[config.mk]
export PLATFORM = sky130hd
export DESIGN_NAME = hough_acc
export DESIGN_NICKNAME = d
export VERILOG_FILES = /design/src/rtl/hough_acc_pkg.sv /design/src/rtl/hough_vote_map.sv /design/src/rtl/hough_bin_array.sv /design/src/rtl/hough_acc.sv
export SDC_FILE = /design/constraint.sdc
export NUM_CORES = 1
export LEC_CHECK = 0
export ABC_CLOCK_PERIOD_IN_PS = 8410
export CAP_MARGIN = 10
export CORE_UTILIZATION = 50
export DETAILED_ROUTE_END_ITERATION = 6
export DONT_BUFFER_PORTS = 1
export GPL_TIMING_DRIVEN = 0
export SKIP_CTS_REPAIR_TIMING = 1
export SYNTH_ARGS = -nofsm -noshare
export SYNTH_HDL_FRONTEND = slang
export SYNTH_HIERARCHICAL = 1
export SYNTH_SLANG_ARGS = --single-unit
[constraint.sdc]
create_clock -name clk -period 8.41 [get_ports clk]
set_clock_uncertainty 0.15 [all_clocks]
set_input_delay 1.2615 -clock clk [delete_from_list [all_inputs] [get_ports clk]]
set_output_delay 1.2615 -clock clk [all_outputs]
set_load 0.05 [all_outputs]
[src/rtl/hough_acc_pkg.sv]
package hough_acc_pkg;

    // Operating state of the accumulator; reset value is the clearing state.
    typedef enum logic [1:0] {
        MODE_CLEAR = 2'd0,
        MODE_ACCUM = 2'd1,
        MODE_SCAN  = 2'd2
    } mode_e;

endpackage

[src/rtl/hough_vote_map.sv]
// Maps a signed rho and a theta column onto a linear bin index (row-major).
module hough_vote_map #(
    parameter int RHO_W   = 6,
    parameter int TH_W    = 4,
    parameter int N_ROWS  = 16,
    parameter int N_THETA = 12,
    parameter int IDX_W   = 8
) (
    input  logic signed [RHO_W-1:0] rho,
    input  logic        [TH_W-1:0]  theta,
    output logic        [IDX_W-1:0] idx,
    output logic                    in_range
);
    localparam int HALF = N_ROWS / 2;

    int row_i;
    int col_i;

    always_comb begin
        row_i    = int'(rho) + HALF;
        col_i    = int'(theta);
        in_range = (row_i >= 0) && (row_i < N_ROWS) && (col_i < N_THETA);
        idx      = in_range ? IDX_W'(row_i * N_THETA + col_i) : '0;
    end

endmodule

[src/rtl/hough_bin_array.sv]
// Register grid of bin counters: one write port, one combinational read port.
module hough_bin_array #(
    parameter int N_BINS = 192,
    parameter int CNT_W  = 4,
    parameter int IDX_W  = 8
) (
    input  logic             clk,
    input  logic             wr_en,
    input  logic [IDX_W-1:0] wr_idx,
    input  logic [CNT_W-1:0] wr_cnt,
    input  logic [IDX_W-1:0] rd_idx,
    output logic [CNT_W-1:0] rd_cnt
);
    logic [CNT_W-1:0] cells [N_BINS];

    for (genvar g = 0; g < N_BINS; g++) begin : g_cell
        logic [CNT_W-1:0] c_q;
        // No reset: contents are defined by the clear walk.
        always_ff @(posedge clk) begin
            if (wr_en && (wr_idx == IDX_W'(g))) begin
                c_q <= wr_cnt;
            end
        end
        assign cells[g] = c_q;
    end

    assign rd_cnt = cells[rd_idx];

endmodule

[src/rtl/hough_acc.sv]
module hough_acc
    import hough_acc_pkg::*;
#(
    parameter int RHO_W   = 6,
    parameter int N_ROWS  = 16,
    parameter int N_THETA = 12,
    parameter int TH_W    = 4,
    parameter int CNT_W   = 4
) (
    input  logic                    clk,
    input  logic                    rst_n,
    input  logic                    clear_req,
    input  logic                    scan_req,
    input  logic        [CNT_W-1:0] thresh,
    input  logic                    vote_valid,
    output logic                    vote_ready,
    input  logic signed [RHO_W-1:0] vote_rho,
    input  logic        [TH_W-1:0]  vote_theta,
    output logic                    pk_valid,
    input  logic                    pk_ready,
    output logic signed [RHO_W-1:0] pk_rho,
    output logic        [TH_W-1:0]  pk_theta,
    output logic        [CNT_W-1:0] pk_count,
    output logic                    scan_done,
    output logic                    overflow
);
    localparam int N_BINS = N_ROWS * N_THETA;
    localparam int IDX_W  = $clog2(N_BINS);
    localparam int ROW_W  = (N_ROWS > 1) ? $clog2(N_ROWS) : 1;
    localparam int HALF   = N_ROWS / 2;
    localparam logic [IDX_W-1:0] LAST_IDX = IDX_W'(N_BINS - 1);
    localparam logic [TH_W-1:0]  LAST_COL = TH_W'(N_THETA - 1);
    localparam logic [CNT_W-1:0] CNT_MAX  = '1;

    typedef struct packed {
        mode_e            mode;
        logic [IDX_W-1:0] walk;    // linear bin pointer for clear and scan
        logic [ROW_W-1:0] row;     // scan row, follows walk
        logic [TH_W-1:0]  col;     // scan column, follows walk
        logic             a_vld;   // stage A: index captured, read issued
        logic [IDX_W-1:0] a_idx;
        logic             b_vld;   // stage B: old count held, write-back
        logic [IDX_W-1:0] b_idx;
        logic [CNT_W-1:0] b_cnt;
        logic             ovf;
        logic             pk_vld;
        logic [ROW_W-1:0] pk_row;
        logic [TH_W-1:0]  pk_col;
        logic [CNT_W-1:0] pk_cnt;
        logic             done;
    } st_t;

    localparam st_t ST_RST = '{mode: MODE_CLEAR, default: '0};

    function automatic logic [CNT_W-1:0] sat_inc(input logic [CNT_W-1:0] c);
        return (c == CNT_MAX) ? c : c + CNT_W'(1);
    endfunction

    st_t s_q, s_d;

    logic [IDX_W-1:0] map_idx;
    logic             map_ok;
    logic [IDX_W-1:0] rd_idx;
    logic [CNT_W-1:0] rd_cnt;
    logic             wr_en;
    logic [IDX_W-1:0] wr_idx;
    logic [CNT_W-1:0] wr_cnt;
    logic             drained;
    logic             accept;
    logic             slot_free;

    hough_vote_map #(
        .RHO_W(RHO_W), .TH_W(TH_W), .N_ROWS(N_ROWS), .N_THETA(N_THETA), .IDX_W(IDX_W)
    ) u_map (
        .rho(vote_rho), .theta(vote_theta), .idx(map_idx), .in_range(map_ok)
    );

    hough_bin_array #(
        .N_BINS(N_BINS), .CNT_W(CNT_W), .IDX_W(IDX_W)
    ) u_bins (
        .clk(clk), .wr_en(wr_en), .wr_idx(wr_idx), .wr_cnt(wr_cnt),
        .rd_idx(rd_idx), .rd_cnt(rd_cnt)
    );

    always_comb begin
        s_d       = s_q;
        s_d.done  = 1'b0;
        drained   = !s_q.a_vld && !s_q.b_vld;
        accept    = vote_valid && (s_q.mode == MODE_ACCUM);
        slot_free = !s_q.pk_vld || pk_ready;

        // vote pipeline: capture, read with forwarding, write back
        s_d.a_vld = accept && map_ok;
        s_d.a_idx = map_idx;
        if (accept && !map_ok) begin
            s_d.ovf = 1'b1;
        end
        s_d.b_vld = s_q.a_vld;
        s_d.b_idx = s_q.a_idx;
        s_d.b_cnt = (s_q.b_vld && (s_q.b_idx == s_q.a_idx)) ? sat_inc(s_q.b_cnt) : rd_cnt;

        rd_idx = s_q.a_vld ? s_q.a_idx : s_q.walk;
        wr_en  = s_q.b_vld;
        wr_idx = s_q.b_idx;
        wr_cnt = sat_inc(s_q.b_cnt);

        if (s_q.pk_vld && pk_ready) begin
            s_d.pk_vld = 1'b0;
        end

        case (s_q.mode)
            MODE_CLEAR: begin
                s_d.ovf = 1'b0;
                if (drained) begin
                    wr_en  = 1'b1;
                    wr_idx = s_q.walk;
                    wr_cnt = '0;
                    if (s_q.walk == LAST_IDX) begin
                        s_d.mode = MODE_ACCUM;
                        s_d.walk = '0;
                    end else begin
                        s_d.walk = s_q.walk + IDX_W'(1);
                    end
                end
            end
            MODE_ACCUM: begin
                if (clear_req) begin
                    s_d.mode = MODE_CLEAR;
                    s_d.walk = '0;
                    s_d.ovf  = 1'b0;
                end else if (scan_req) begin
                    s_d.mode = MODE_SCAN;
                    s_d.walk = '0;
                    s_d.row  = '0;
                    s_d.col  = '0;
                end
            end
            MODE_SCAN: begin
                if (drained && slot_free) begin
                    if (rd_cnt >= thresh) begin
                        s_d.pk_vld = 1'b1;
                        s_d.pk_row = s_q.row;
                        s_d.pk_col = s_q.col;
                        s_d.pk_cnt = rd_cnt;
                    end
                    if (s_q.col == LAST_COL) begin
                        s_d.col = '0;
                        s_d.row = s_q.row + ROW_W'(1);
                    end else begin
                        s_d.col = s_q.col + TH_W'(1);
                    end
                    if (s_q.walk == LAST_IDX) begin
                        s_d.mode = MODE_ACCUM;
                        s_d.walk = '0;
                        s_d.done = 1'b1;
                    end else begin
                        s_d.walk = s_q.walk + IDX_W'(1);
                    end
                end
            end
            default: s_d.mode = MODE_CLEAR;
        endcase
    end

    always_ff @(posedge clk) begin
        if (!rst_n) begin
            s_q <= ST_RST;
        end else begin
            s_q <= s_d;
        end
    end

    assign vote_ready = (s_q.mode == MODE_ACCUM);
    assign pk_valid   = s_q.pk_vld;
    assign pk_rho     = RHO_W'(int'(s_q.pk_row) - HALF);
    assign pk_theta   = s_q.pk_col;
    assign pk_count   = s_q.pk_cnt;
    assign scan_done  = s_q.done;
    assign overflow   = s_q.ovf;

endmodule

# ---- Word level (Yosys, flattened, before mapping)
# Cells that the tools add are included.
dict set report op_classes {
  addsub 7
  n_mul 1
  n_lt_le_gt_ge 5
  eq_ne 203
  muxes 32
  n_bitwise 1
  reduce_logical 217
}
# cell n
set ops {}
lappend ops {{== test 8 bit, second input constant} 65}
lappend ops {{== test 8 x 7 -> 1 bit, second input constant} 64}
lappend ops {{== test 8 x 6 -> 1 bit, second input constant} 32}
lappend ops {{logical AND 1 bit} 201}
lappend ops {{== test 8 x 5 -> 1 bit, second input constant} 16}
lappend ops {{== test 8 x 4 -> 1 bit, second input constant} 8}
lappend ops {{two-way mux 8 bit} 5}
lappend ops {{two-way mux 18 bit} 2}
lappend ops {{binary-select mux 4 bit (select 8 bit)} 1}
lappend ops {{== test 8 x 3 -> 1 bit, second input constant} 4}
lappend ops {{>= comparator 32 x 1 -> 1 bit, second input constant} 1}
lappend ops {{< comparator 32 x 6 -> 1 bit, second input constant} 1}
lappend ops {{multiplier 32 x 3 -> 6 bit, second input constant} 1}
lappend ops {{two-way mux 4 bit} 8}
lappend ops {{two-way mux 14 bit} 2}
lappend ops {{one-hot mux 8 bit (3 select lines)} 1}
lappend ops {{two-way mux 10 bit} 2}
lappend ops {{== test 8 x 2 -> 1 bit, second input constant} 2}
lappend ops {{one-hot mux 8 bit (2 select lines)} 1}
lappend ops {{two-way mux 13 bit} 1}
lappend ops {{adder 4 x 1 -> 4 bit, second input constant} 3}
lappend ops {{!= test 2 bit, second input constant} 5}
lappend ops {{>= comparator 9 bit, second input constant} 1}
lappend ops {{NOT 8 -> 9 bit} 1}
lappend ops {{other kinds (26)} 38}
dict set report totals {
  reg_bits 823
  in_bits 20
  elab_cells 673
}

# ---- Logic depth before layout (Yosys ltp)
dict set report depth {
  word_depth 9
  ltp_mapped 21
  depth_no_buf 14
}

# ---- Modules after synthesis
# Netlist, hierarchy kept.
# mod n_inst cells_per_inst area_per_inst_um2 seq_area_each_um2
set modules_own_cells {}
lappend modules_own_cells {hough_bin_array 1 1608 30544.3 23062.1}
lappend modules_own_cells {hough_acc 1 291 2701.3 1101.1}
lappend modules_own_cells {hough_vote_map 1 52 436.7 0.0}

# ---- Least setup slack after synthesis
# Ideal clock, no wire load.
dict set report synth_timing {
  path_kind {flip-flop to flip-flop}
  start {register s_q[15] (netlist name)}
  end {register u_bins.g_cell[0].c_q[3] (data pin)}
  setup_time_ns 1.144
  arrival_time_ns 5.442
  required_ns 7.116
  setup_slack_ns 1.675
  stages_incl_launch_ff 5
  n_path_buf 0
  cell_sequence {dfxtp_1 -> ha_1 -> nor3_1 -> a21oi_1 -> nor2b_1}
}
dict set report synth_via {
  elab_chain_len 4
  word_cells_on_any_way 5
  classes_between {add/sub: 1; eq/ne: 1; mux: 3}
}
# item line_no
set synth_lines {}
lappend synth_lines {{from (decl)} hough_acc.sv:59} ;# st_t s_q, s_d;
lappend synth_lines {{from (signal assigned)} hough_acc.sv:167} ;# s_q <= ST_RST;
lappend synth_lines {{from (signal assigned)} hough_acc.sv:169} ;# s_q <= s_d;
lappend synth_lines {{adder 4 x 1 -> 4 bit or == test 4 bit (tied branches)} hough_acc.sv:56} ;# return (c == CNT_MAX) ? c : c + CNT_W'(1);
lappend synth_lines {{two-way mux 4 bit *} hough_acc.sv:56}
lappend synth_lines {{two-way mux 4 bit} hough_acc.sv:114} ;# if (drained) begin
lappend synth_lines {{two-way mux 4 bit *} hough_acc.sv:111} ;# case (s_q.mode)
lappend synth_lines {{named net wr_cnt[3]} hough_acc.sv:67} ;# logic [CNT_W-1:0] wr_cnt;
lappend synth_lines {{to (signal assigned)} hough_bin_array.sv:21} ;# c_q <= wr_cnt;
lappend synth_lines {{to (decl)} hough_bin_array.sv:17} ;# logic [CNT_W-1:0] c_q;
# The timed path passes the listed nets; every way through them passes the cells marked *.
# A chain may end at the register's enable or synchronous reset.

# ---- Worst setup path after layout
dict set report layout_timing {
  start {register s_q (netlist bit s_d[27])}
  end {register s_q (netlist bit pk_theta[0])}
}
dict set report layout_via {
  elab_chain_len 7
  word_cells_on_any_way 10
  classes_between {order compare: 1; mux: 4; bitwise: 1; reduce/logical: 4}
}
# item line_no
set layout_lines {}
lappend layout_lines {{two-way mux 8 bit} hough_acc.sv:102} ;# rd_idx = s_q.a_vld ? s_q.a_idx : s_q.walk;
lappend layout_lines {{named net rd_idx[1]} hough_acc.sv:63} ;# logic [IDX_W-1:0] rd_idx;
lappend layout_lines {{NOT 8 -> 9 bit (implied by the code)} hough_bin_array.sv:27} ;# assign rd_cnt = cells[rd_idx];
lappend layout_lines {{binary-select mux 4 bit (select 8 bit)} hough_bin_array.sv:27}
lappend layout_lines {{two-way mux 4 bit (implied by the code) (2 in a row)} hough_bin_array.sv:27}
lappend layout_lines {{named net rd_cnt[1]} hough_acc.sv:64} ;# logic [CNT_W-1:0] rd_cnt;
lappend layout_lines {{>= comparator 4 bit} hough_acc.sv:140} ;# if (rd_cnt >= thresh) begin
lappend layout_lines {{AND reduction 3 bit (no source line)} --}
# The timed path passes the listed nets, and every way through them passes these cells. The select of a mux whose other input is x is not followed.

==> results_dict.tcl <==
set metrics [dict create \
    cp_data_arrival_time_ns 6.71 \
    powerDensity_mw_per_mm2 224 \
    path_cells "buf_1 -> mux2_2 -> buf_2 -> buf_2 -> clkbuf_1 -> mux4_2 -> a22oi_1 -> a21oi_1 -> o21ai_0 -> nand4_1 -> ha_1 -> a21boi_0 -> o21ai_0 -> a21oi_4 -> buf_6 -> mux2i_1" \
    drv_slew 0 \
    status "finished, final reports clean" \
    chipWidth_um 262 \
    critPathKind "flip-flop to flip-flop" \
    setup_violations 0 \
    fp-row-count 94 \
    clock_sinks 823 \
    die_height_um 262 \
    cts.clk_slew.worst_paths_ns 0.06 \
    vias 18706 \
    core-area_sq_mm 0.0662 \
    start_kind "flip-flop" \
    ys_types 68 \
    track_usage 0.268 \
    drt_first_iter_violations 2280 \
    max_freq_mhz 158 \
    ir_worst_vdd_v 0.000195 \
    routed_via_density 6.24 \
    worstPathMaxFanout 10 \
    synth_edf_count 768 \
    place_congestion 0.878 \
    max_stage_delay_ns 0.84 \
    leakage_nw 11.1 \
    fin_total_pwr_mw 8.51 \
    ys_warn_count 6 \
    dpl-instance-area_sq_mm 0.0352 \
    fillers 5017 \
    placedCellCount 2836 \
    fin_cells 2996 \
    nets 2103 \
    antenna_found_initial 1 \
    routedWlPerCell_um 29.9 \
    r2r_setup_slack_ns 2.10 \
    cp.required_ns 8.81 \
    drcViolationCount 0 \
    fin_crit_ns 6.31 \
    hold_violations 0 \
    grt_remaining_overflow 0 \
    postLayoutCellArea_sq_mm 0.0380 \
    relSlewSlack 0.0962 \
    cts_buffer_depth 3 \
    syn-num-nets 1994 \
    worstSetupEndpointType "flip-flop" \
    seq_area_frac_synth 0.717 \
    ant_nets 0 \
    worst_pin_slew_ns 1.35 \
    setup_slack_ns 2.10 \
    synth_async_sr_flop_share 0 \
    routed_wl_mm 89.7 \
    fin_tns_setup_ns 0 \
    root_buffer "clkbuf_16" \
    ys_ff_latch 823 \
    io-pin-count 38 \
    port_buffers 0 \
    die_area_sq_mm 0.0684 \
    final_util 0.573 \
    hpwlAfterDp_mm 60.8 \
    rsz0062_at_grt "false" \
    start_util 0.509 \
    grt_pass1_wl_mm 129 \
    synth_flop_cell "edfxtp_1" \
    drive_gt1_frac 0.177 \
    syn_area_per_cell_sq_um 17.3 \
    worst_path_max_delay_cell "clkbuf_1" \
    hp-class "flip-flop to flip-flop" \
    pre_cts_ws_ns 2.11 \
    drt_first_pass_iters 5 \
    area_growth_pct 12.7 \
    grt_max_degree 46 \
    hold_slack_ns 0.309 \
    syn_inst 1951 \
    htreeDepth 3 \
    period_share 0.750 \
    grt_pass1_vias 18516 \
    cts_tree "done" \
    syn_area_sq_mm 0.0337 \
    cts_buffers 85 \
    drv_cap 0 \
    insertion_delay_ns 0.63 \
]
## layout by cell type, fill, tap and decap left out, types with 7 or more instances in the layout
cell type | Yosys | final
a221oi_1 | 10 | 10
dfxtp_1 | 55 | 55
edfxtp_1 | 768 | 768
buf_12 | 0 | 13
buf_4 | 31 | 31
clkinv_2 | 0 | 16
mux2_2 | 24 | 24
o22ai_1 | 21 | 21
clkinv_1 | 0 | 20
nand2b_1 | 7 | 7
o21ai_0 | 24 | 24
mux4_1 | 9 | 9
xnor2_1 | 16 | 16
buf_2 | 16 | 16
nand3_1 | 40 | 40
nor2_1 | 231 | 228
nor2b_1 | 30 | 29
and2_1 | 28 | 28
ha_1 | 21 | 21
o221ai_1 | 9 | 9
clkbuf_16 | 0 | 88
nand2_1 | 73 | 73
a22oi_1 | 32 | 32
mux4_2 | 133 | 133
nor3_1 | 14 | 14
inv_1 | 22 | 22
clkbuf_1 | 53 | 69
a21oi_1 | 15 | 15
a211oi_1 | 12 | 12
nand4_1 | 20 | 20
buf_6 | 8 | 8
mux2i_1 | 138 | 138
## layout make-up
| cell class | instances | area [sq um] | share of cell area |
|---|---|---|---|
| Antenna cell | 1 | 2.50 | 0.0000659 |
| Tap cell | 864 | 1080 | 0.0285 |
| Sequential cell | 823 | 24200 | 0.637 |
| Clock buffer | 107 | 2300 | 0.0607 |
| Multi-Input combinational cell | 989 | 8820 | 0.232 |
| Buffer | 116 | 644 | 0.0170 |
| Inverter | 23 | 86.3 | 0.00227 |
| Timing Repair Buffer | 22 | 470 | 0.0124 |
| Clock inverter | 51 | 390 | 0.0103 |
## power breakdown
part / internal, mW / switching [mW] / total, mW / leakage (nW)
Clock: 2.09 / 1.54 / 3.64 / 1.31
Sequential: 4.42 / 0.00714 / 4.43 / 6.52
Combinational: 0.159 / 0.281 / 0.441 / 3.23
Total: 6.67 / 1.83 / 8.51 / 11.1
## worst max-delay path, delay by kind of cell, from the launching register on
kind                     cells  cell delay, ns
AND/OR/NAND/NOR              1            0.51
multiplexers                 3            0.91
flip-flops                   1            0.37
buffers and inverters        5            2.27
adder cells (fa/ha/maj)      1            0.46
AO/OA/AOI/OAI                6            1.50
## cells in the mapped netlist, types with 3 or more instances
cell / n / share of area
and3_1: 3 / 0.00056
a221oi_1: 10 / 0.0026
mux2i_1: 138 / 0.041
a22oi_1: 32 / 0.0071
o22ai_1: 21 / 0.0039
buf_6: 8 / 0.0027
a22o_1: 6 / 0.0016
nand4_1: 20 / 0.0037
clkbuf_1: 53 / 0.0059
buf_2: 16 / 0.0024
nand2b_1: 7 / 0.0013
nor3_1: 14 / 0.0021
mux4_1: 9 / 0.0070
nand4b_1: 3 / 0.00078
nor3b_1: 6 / 0.0013
ha_1: 21 / 0.0078
o21ai_0: 24 / 0.0036
or3b_2: 3 / 0.00078
nand3_1: 40 / 0.0059
mux2_2: 24 / 0.0080
buf_1: 6 / 0.00067
or3_1: 5 / 0.00093
buf_4: 31 / 0.0069
dfxtp_1: 55 / 0.033
nor4_1: 3 / 0.00056
a2111oi_0: 5 / 0.0013
xor2_1: 4 / 0.0010
and2_1: 28 / 0.0052
nor2b_1: 30 / 0.0056
nor2_1: 231 / 0.026
a211oi_1: 12 / 0.0027
o221ai_1: 9 / 0.0023
a21oi_1: 15 / 0.0022
nand3b_1: 4 / 0.00089
inv_1: 22 / 0.0025
o2111ai_1: 6 / 0.0016
edfxtp_1: 768 / 0.68
mux4_2: 133 / 0.089
nand2_1: 73 / 0.0081
xnor2_1: 16 / 0.0042
## flip-flops by register name (all words and copies together) (netlist names)
signal / count
u_bins/g_cell.c_q: 768
pk_valid: 1
scan_done: 1
pk_count: 4
overflow: 1
s_q: 35
pk_theta: 4
s_d: 9
## cells by family after synthesis
group,synth area share
and+or+nand+nor,0.0662
adders and majority gates,0.00899
AOI/OAI and AO/OA,0.0344
xor gates and xnor gates,0.00635
DFF,0.717
muxes,0.145
buffers and inverters,0.0217
## layer usage
metal	global-route usage	up-vias	routed length (um)
met2	0.412	938	41700
met5	0	-	0
li1	-	7904	-
met1	0.380	9692	36700
met4	0.0909	0	3130
met3	0.0611	172	8120
## worst paths after layout
kind | depth (start not counted) | to | start
setup reg to reg | 16 | pk_theta[0] | s_d[27]
hold reg to reg | 2 | pk_theta[2] | pk_theta[2]
setup / recovery | 16 | pk_theta[0] | s_d[27]
hold / removal | 2 | pk_theta[2] | pk_theta[2]
No activity file was read; power rests on OpenSTA's default activity.
